`src/rtl/pgwin_pkg.sv`:
```
package pgwin_pkg;

    localparam int PGW_ADDR_W = 16;
    localparam int PGW_DATA_W = 8;
    localparam int PGW_PAGE_W = 6;
    localparam int PGW_OFF_W  = 14;
    localparam int PGW_N_TGT  = 4;

    // select vector order is also the precedence order (index 0 highest)
    typedef enum logic [1:0] {
        TGT_REG   = 2'd0,
        TGT_RAM   = 2'd1,
        TGT_EEP   = 2'd2,
        TGT_FLASH = 2'd3
    } tgt_e;

    typedef struct packed {
        logic [PGW_PAGE_W-1:0] page;
    } page_state_t;

endpackage

```
`src/rtl/pgwin_region_hit.sv`:
```
module pgwin_region_hit #(
    parameter int ADDR_W = 16,
    parameter int SIZE   = 1024
) (
    input  logic [ADDR_W-1:0] addr,
    input  logic [ADDR_W-1:0] base,
    output logic              hit
);
    localparam logic [ADDR_W:0] SIZE_X = (ADDR_W+1)'(SIZE);

    logic [ADDR_W:0] rel;

    always_comb begin
        // a negative distance wraps to a large value and fails the compare
        rel = {1'b0, addr} - {1'b0, base};
        hit = (rel < SIZE_X);
    end
endmodule

```
`src/rtl/pgwin_page_reg.sv`:
```
module pgwin_page_reg
    import pgwin_pkg::*;
(
    input  logic                  clk,
    input  logic                  rst_n,
    input  logic                  we,
    input  logic [PGW_PAGE_W-1:0] wdata,
    output logic [PGW_PAGE_W-1:0] page
);
    page_state_t st_d;
    page_state_t st_q;

    always_comb begin
        st_d = st_q;
        if (we) begin
            st_d.page = wdata;
        end
    end

    always_ff @(posedge clk or negedge rst_n) begin
        if (!rst_n) begin
            st_q <= '0;
        end else begin
            st_q <= st_d;
        end
    end

    assign page = st_q.page;
endmodule

```
`src/rtl/pgwin_flash_xlat.sv`:
```
module pgwin_flash_xlat
    import pgwin_pkg::*;
#(
    parameter logic [PGW_PAGE_W-1:0] FIRST_PAGE = 6'h38,
    parameter logic [PGW_PAGE_W-1:0] LAST_PAGE  = 6'h3F,
    parameter logic [PGW_PAGE_W-1:0] LO_PAGE    = 6'h3E,
    parameter logic [PGW_PAGE_W-1:0] HI_PAGE    = 6'h3F,
    parameter int                    IDX_W      = 3
) (
    input  logic [PGW_ADDR_W-1:0]      addr,
    input  logic [PGW_PAGE_W-1:0]      page_q,
    output logic                       flash_hit,
    output logic                       win_err,
    output logic [IDX_W+PGW_OFF_W-1:0] phys
);
    localparam int QW = PGW_ADDR_W - PGW_OFF_W;
    localparam logic [QW-1:0] Q_LO  = QW'(1);
    localparam logic [QW-1:0] Q_WIN = QW'(2);
    localparam logic [QW-1:0] Q_HI  = QW'(3);

    logic [QW-1:0]         quarter;
    logic                  in_lo;
    logic                  in_win;
    logic                  in_hi;
    logic [PGW_PAGE_W-1:0] page_sel;
    logic [PGW_PAGE_W-1:0] idx_full;
    logic                  page_ok;
    logic                  unused_idx_hi;

    always_comb begin
        quarter  = addr[PGW_ADDR_W-1:PGW_OFF_W];
        in_lo    = (quarter == Q_LO);
        in_win   = (quarter == Q_WIN);
        in_hi    = (quarter == Q_HI);
        page_sel = in_lo ? LO_PAGE : (in_hi ? HI_PAGE : page_q);
        page_ok  = (page_sel >= FIRST_PAGE) && (page_sel <= LAST_PAGE);
        idx_full = page_sel - FIRST_PAGE;
        flash_hit = (in_lo || in_hi || in_win) && page_ok;
        win_err   = in_win && !page_ok;
        phys      = {idx_full[IDX_W-1:0], addr[PGW_OFF_W-1:0]};
    end

    assign unused_idx_hi = ^idx_full[PGW_PAGE_W-1:IDX_W];
endmodule

```
`src/rtl/pgwin_prio.sv`:
```
module pgwin_prio #(
    parameter int N = 4
) (
    input  logic [N-1:0] req,
    output logic [N-1:0] gnt
);
    logic taken;

    always_comb begin
        gnt   = '0;
        taken = 1'b0;
        for (int i = 0; i < N; i++) begin
            if (req[i] && !taken) begin
                gnt[i] = 1'b1;
                taken  = 1'b1;
            end
        end
    end
endmodule

```
`src/rtl/pgwin_mapper.sv`:
```
module pgwin_mapper
    import pgwin_pkg::*;
#(
    parameter int                    REG_SIZE     = 1024,
    parameter int                    RAM_SIZE     = 8192,
    parameter int                    EEP_SIZE     = 2048,
    parameter int                    FLASH_PAGES  = 8,
    parameter logic [PGW_PAGE_W-1:0] FIRST_PAGE   = 6'h38,
    parameter logic [PGW_PAGE_W-1:0] LO_PAGE      = 6'h3E,
    parameter logic [PGW_PAGE_W-1:0] HI_PAGE      = 6'h3F,
    parameter logic [PGW_ADDR_W-1:0] PAGE_REG_OFS = 16'h0030
) (
    input  logic                                        clk,
    input  logic                                        rst_n,
    input  logic [PGW_ADDR_W-1:0]                       cpu_addr,
    input  logic [PGW_DATA_W-1:0]                       cpu_wdata,
    input  logic                                        cpu_rd,
    input  logic                                        cpu_wr,
    input  logic [PGW_ADDR_W-1:0]                       cfg_reg_base,
    input  logic [PGW_ADDR_W-1:0]                       cfg_ram_base,
    input  logic [PGW_ADDR_W-1:0]                       cfg_ee_base,
    output logic                                        sel_reg,
    output logic                                        sel_ram,
    output logic                                        sel_eep,
    output logic                                        sel_flash,
    output logic [PGW_OFF_W+$clog2(FLASH_PAGES)-1:0]    flash_addr,
    output logic                                        page_err,
    output logic [PGW_DATA_W-1:0]                       page_rdata
);
    localparam int IDX_W    = $clog2(FLASH_PAGES);
    localparam int FLASH_AW = PGW_OFF_W + IDX_W;
    localparam logic [PGW_PAGE_W-1:0] LAST_PAGE = FIRST_PAGE + PGW_PAGE_W'(FLASH_PAGES - 1);
    localparam int N_INT = 3;
    localparam int INT_SIZE [N_INT] = '{REG_SIZE, RAM_SIZE, EEP_SIZE};

    logic [PGW_ADDR_W-1:0] int_base [N_INT];
    logic [N_INT-1:0]      int_hit;
    logic                  fl_hit;
    logic                  fl_win_err;
    logic [FLASH_AW-1:0]   fl_phys;
    logic [PGW_PAGE_W-1:0] page_q;
    logic                  access;
    logic [PGW_N_TGT-1:0]  req;
    logic [PGW_N_TGT-1:0]  gnt;
    logic                  page_we;
    logic [PGW_ADDR_W-1:0] page_reg_addr;
    logic                  unused_wdata_hi;

    assign int_base[TGT_REG] = cfg_reg_base;
    assign int_base[TGT_RAM] = cfg_ram_base;
    assign int_base[TGT_EEP] = cfg_ee_base;

    for (genvar g = 0; g < N_INT; g++) begin : g_region
        pgwin_region_hit #(
            .ADDR_W (PGW_ADDR_W),
            .SIZE   (INT_SIZE[g])
        ) u_hit (
            .addr (cpu_addr),
            .base (int_base[g]),
            .hit  (int_hit[g])
        );
    end

    pgwin_flash_xlat #(
        .FIRST_PAGE (FIRST_PAGE),
        .LAST_PAGE  (LAST_PAGE),
        .LO_PAGE    (LO_PAGE),
        .HI_PAGE    (HI_PAGE),
        .IDX_W      (IDX_W)
    ) u_xlat (
        .addr      (cpu_addr),
        .page_q    (page_q),
        .flash_hit (fl_hit),
        .win_err   (fl_win_err),
        .phys      (fl_phys)
    );

    pgwin_prio #(
        .N (PGW_N_TGT)
    ) u_prio (
        .req (req),
        .gnt (gnt)
    );

    always_comb begin
        access        = cpu_rd || cpu_wr;
        req           = {fl_hit, int_hit} & {PGW_N_TGT{access}};
        page_reg_addr = cfg_reg_base + PAGE_REG_OFS;
        page_we       = cpu_wr && gnt[TGT_REG] && (cpu_addr == page_reg_addr);
        sel_reg       = gnt[TGT_REG];
        sel_ram       = gnt[TGT_RAM];
        sel_eep       = gnt[TGT_EEP];
        sel_flash     = gnt[TGT_FLASH];
        // a window miss only matters when no internal region claims the access
        page_err      = access && fl_win_err && (int_hit == '0);
        flash_addr    = gnt[TGT_FLASH] ? fl_phys : '0;
        page_rdata    = {{(PGW_DATA_W-PGW_PAGE_W){1'b0}}, page_q};
    end

    pgwin_page_reg u_page (
        .clk   (clk),
        .rst_n (rst_n),
        .we    (page_we),
        .wdata (cpu_wdata[PGW_PAGE_W-1:0]),
        .page  (page_q)
    );

    assign unused_wdata_hi = ^cpu_wdata[PGW_DATA_W-1:PGW_PAGE_W];
endmodule

```
`config.mk`:
```
export PLATFORM = sky130hd
export DESIGN_NAME = pgwin_mapper
export DESIGN_NICKNAME = d
export VERILOG_FILES = /design/src/rtl/pgwin_pkg.sv /design/src/rtl/pgwin_region_hit.sv /design/src/rtl/pgwin_page_reg.sv /design/src/rtl/pgwin_flash_xlat.sv /design/src/rtl/pgwin_prio.sv /design/src/rtl/pgwin_mapper.sv
export SDC_FILE = /design/constraint.sdc
export NUM_CORES = 1
export LEC_CHECK = 0
export BUFFER_PORTS_ARGS = -buffer_cell sky130_fd_sc_hd__buf_4
export CORE_MARGIN = 3
export CORE_UTILIZATION = 55
export CTS_CLUSTER_DIAMETER = 150
export DETAILED_ROUTE_END_ITERATION = 6
export GPL_TIMING_DRIVEN = 0
export HOLD_SLACK_MARGIN = 0.1
export PLACE_DENSITY = 0.87
export SETUP_SLACK_MARGIN = 0.02
export SYNTH_ARGS = -nofsm -noshare
export SYNTH_HDL_FRONTEND = slang
export SYNTH_SLANG_ARGS = --single-unit
export TNS_END_PERCENT = 30
```
`constraint.sdc`:
```
create_clock -name clk -period 6.2 [get_ports clk]
set_clock_uncertainty 0.2 [all_clocks]
set_input_delay 1.24 -clock clk [delete_from_list [all_inputs] [get_ports clk]]
set_output_delay 1.24 -clock clk [all_outputs]
set_load 0.02 [all_outputs]
```
==> key figures <==
Clock tree
  – Clock sink count: 6
  – Worst-case clock buffer depth: 2
  – CTS H-Tree Depth: 1
  – CTS Hold Buffers Added: 0
  – Post-CTS Setup Bufs: 0
  – Number of CTS-inserted buffers: 3
  – CTS clk-pin slew, worst paths: 0.03 ns
  – Clk root buf: clkbuf_8
  – Worst skew pair latency: 0.22 ns
  – Post-CTS Resized: 0
  – CTS tree: yes

STA
  – RSZ-0062 raised after global routing: no
  – Post-route setup TNS: 0 ns
  – Min Tclk post-route: 5.829 ns
  – Max transition margin: 41.87%
  – Slew @ Worst Pin: 0.8606 ns
  – Final setup vio count: 0
  – Final period util: 94.02%
  – Final hold vios: 0
  – Fmax: 171.6 MHz
  – Slew Viols, Final: 0

Synth
  – Post-synthesis mux area share: 5.120%
  – Most frequent cell after synthesis: inv_1
  – XOR/XNOR Fraction of Synth Area: 6.458%
  – Post-synth top area cell: ha_1
  – Netlist cell types: 58
  – Post-synthesis compound-gate area fraction: 26.89%
  – Largest family of logic cells by synthesized area: compound AO/OA/AOI/OAI gates
  – Synth top area cells: ha_1 (22%), inv_1 (7.6%), a21oi_1 (5.7%)
  – Sequential share of the synthesized area: 5.535%
  – Post-Synth Adder-Cell Area: 21.68%
  – Synth Flop Type: dfrtp_1
  – Yosys top cell area share: 21.68%
  – Number of flops mapped to enable cells by yosys: 0
  – Syn Area/Cell: 7.272 um2
  – Synth Cell Area: 2713 um2
  – Post-synth top cells: inv_1 (55), ha_1 (47), a21oi_1 (31), nor2_1 (23), o21ai_0 (22)
  – Post-Synth Simple-Gate Area: 25.14%
  – Flops & latches, synth: 6
  – Syn Inst Count: 373
  – Fraction of registers with async set/reset: 100.0%
  – Ys Warns: 0

Placed design
  – Detail Placement HPWL: 7466 um
  – Port Buffers: 101
  – RePlAce Congestion: 0.8697
  – Inst Count DP: 540

Critical path
  – Worst endpoint required time: 4.76 ns
  – CP arrival: 4.39 ns
  – Reg2Reg Launch Point: u_page.page[5]
  – Critical Path Source: cpu_addr[11]
  – R2r worst-path depth: 1
  – R2r endpoint: u_page.page[5]
  – Crit path kind: in -> out
  – CP max FO: 10
  – Critical path startpoint category: primary input
  – Crit. End Element: output port
  – Reg-to-reg slack, setup: 5.19 ns

Detailed routing
  – Final WL: 8735 um
  – Vias per cell: 6.112
  – DR pass1 iterations: 5
  – Initial DRC Count: 192
  – DRC errors left: 0
  – Wire per inst: 16.09 um
  – DR vias: 3319
  – Post-DRT Antenna Nets: 0

Floorplan
  – Initial core utilization: 59.43%
  – Core area: 4564 um2
  – Die width: 76.23 um
  – Num ports: 106
  – Die Footprint: 5811 um2
  – Cell Rows: 24
  – Die height: 76.23 um

Worst hold path
  – Hold WC Path Type: reg -> reg
  – Worst Hold Path EP: u_page.page[0]
  – Hold Path Cell Cnt: 1
  – Min-Delay Startpoint: u_page.page[0]

Pwr
  – P_leak: 1.864 nW
  – Worst VDD drop: 0.1363 mV
  – PD cells: 104.1 nW/um2
  – Power Total: 0.3743 mW

Global routing
  – GRT overflow: 0
  – Largest net degree at the start of global routing: 11
  – First-pass GRT wire length: 14300 um
  – Vias in the first global route: 3138
  – Initial antenna violation count: 0
  – Tot GR Track Use: 29.02%

Finish
  – Fin cells: 543
  – Nets: 603
  – ANT cells: 0
  – Fillcell total: 354
  – Max reg flops: 6
  – Final core utilization: 78.81%
  – Synth-to-Final Area Change: 32.61%
  – Layout cells sized above 1: 25.10%

Flow run
  – MaxCap Viol Count: 0

Status
  – Outcome: finished clean
critical path, stage by stage:
cell      delay (ns)
buf_4           0.15
ha_1            0.41
a21oi_1         0.29
o221ai_1        0.22
a31oi_1         0.27
o21ai_0         0.15
mux2i_1         0.17
a311o_1         0.35
nor2_1          0.51
buf_2           0.33
nor4_1          0.09
buf_4           0.18
kinds of logic after synthesis:
family | Yosys count
AO/OA/AOI/OAI | 108
XOR/XNOR | 20
other | 1
adder cells (fa/ha/maj) | 47
AND/OR/NAND/NOR | 115
buffers and inverters | 63
flip-flops | 6
multiplexers | 13
cells in the final DEF (no fill, tap or decap), types with 5 or more instances in the layout:
cell,instances
nor2_1,23
nand4_1,12
o2111ai_1,5
clkbuf_1,5
nand3_1,5
nor4_1,8
o21a_1,6
nor3_1,11
ha_1,47
xor2_1,10
a21o_1,8
dfrtp_1,6
mux2_2,6
mux2i_1,6
a21oi_1,31
inv_1,55
and2_1,5
nand2_1,14
nor4b_1,14
xnor2_1,10
o21ai_0,22
buf_4,103
final cells by class:
cell class	instances	area (um2)	share of cell area [%]
well taps	65	81.33	2.261
multi-input cells	305	2321	64.52
repair buffers	101	758.2	21.08
inverters	55	206.4	5.739
clock buffers	3	41.29	1.148
plain buffers	8	38.79	1.078
flip-flops and latches	6	150.1	4.174
routing by layer:
layer	global-route usage (%)	vias to the layer above	wire length [um]
li1	-	1615	-
met3	5.083	16	778
met1	37.27	1515	3896
met2	49.82	173	3894
met4	7.609	0	165
met5	0	-	0
worst max-delay path by stage:
| stage | to | cells past startpoint | slack (ns) |
|---|---|---|---|
| floorplan | flash_addr[11] | 11 | 0.86 |
| global placement | flash_addr[14] | 12 | 0.48 |
| detailed placement | flash_addr[14] | 12 | 0.46 |
| CTS | flash_addr[14] | 12 | 0.44 |
| global route | flash_addr[14] | 12 | 0.23 |
| finish | flash_addr[14] | 12 | 0.37 |
through the flow:
step                      cell area [um2]  setup slack [ns]  hold WS (ns)
after floorplan                      2716            0.8650        0.4280
after global placement               3556            0.4815        0.3274
after detailed placement             3556            0.4640        0.3331
after CTS                            3597            0.4412        0.3462
after global routing                 3597            0.2320        0.3735
final                                3597            0.3709        0.3444
where the power goes:
group          internal, mW  switching, mW
Combinational         0.125          0.152
Sequential           0.0394    0.000000328
Clock                0.0416         0.0158
Note: power is estimated with default switching activity, not from simulation.
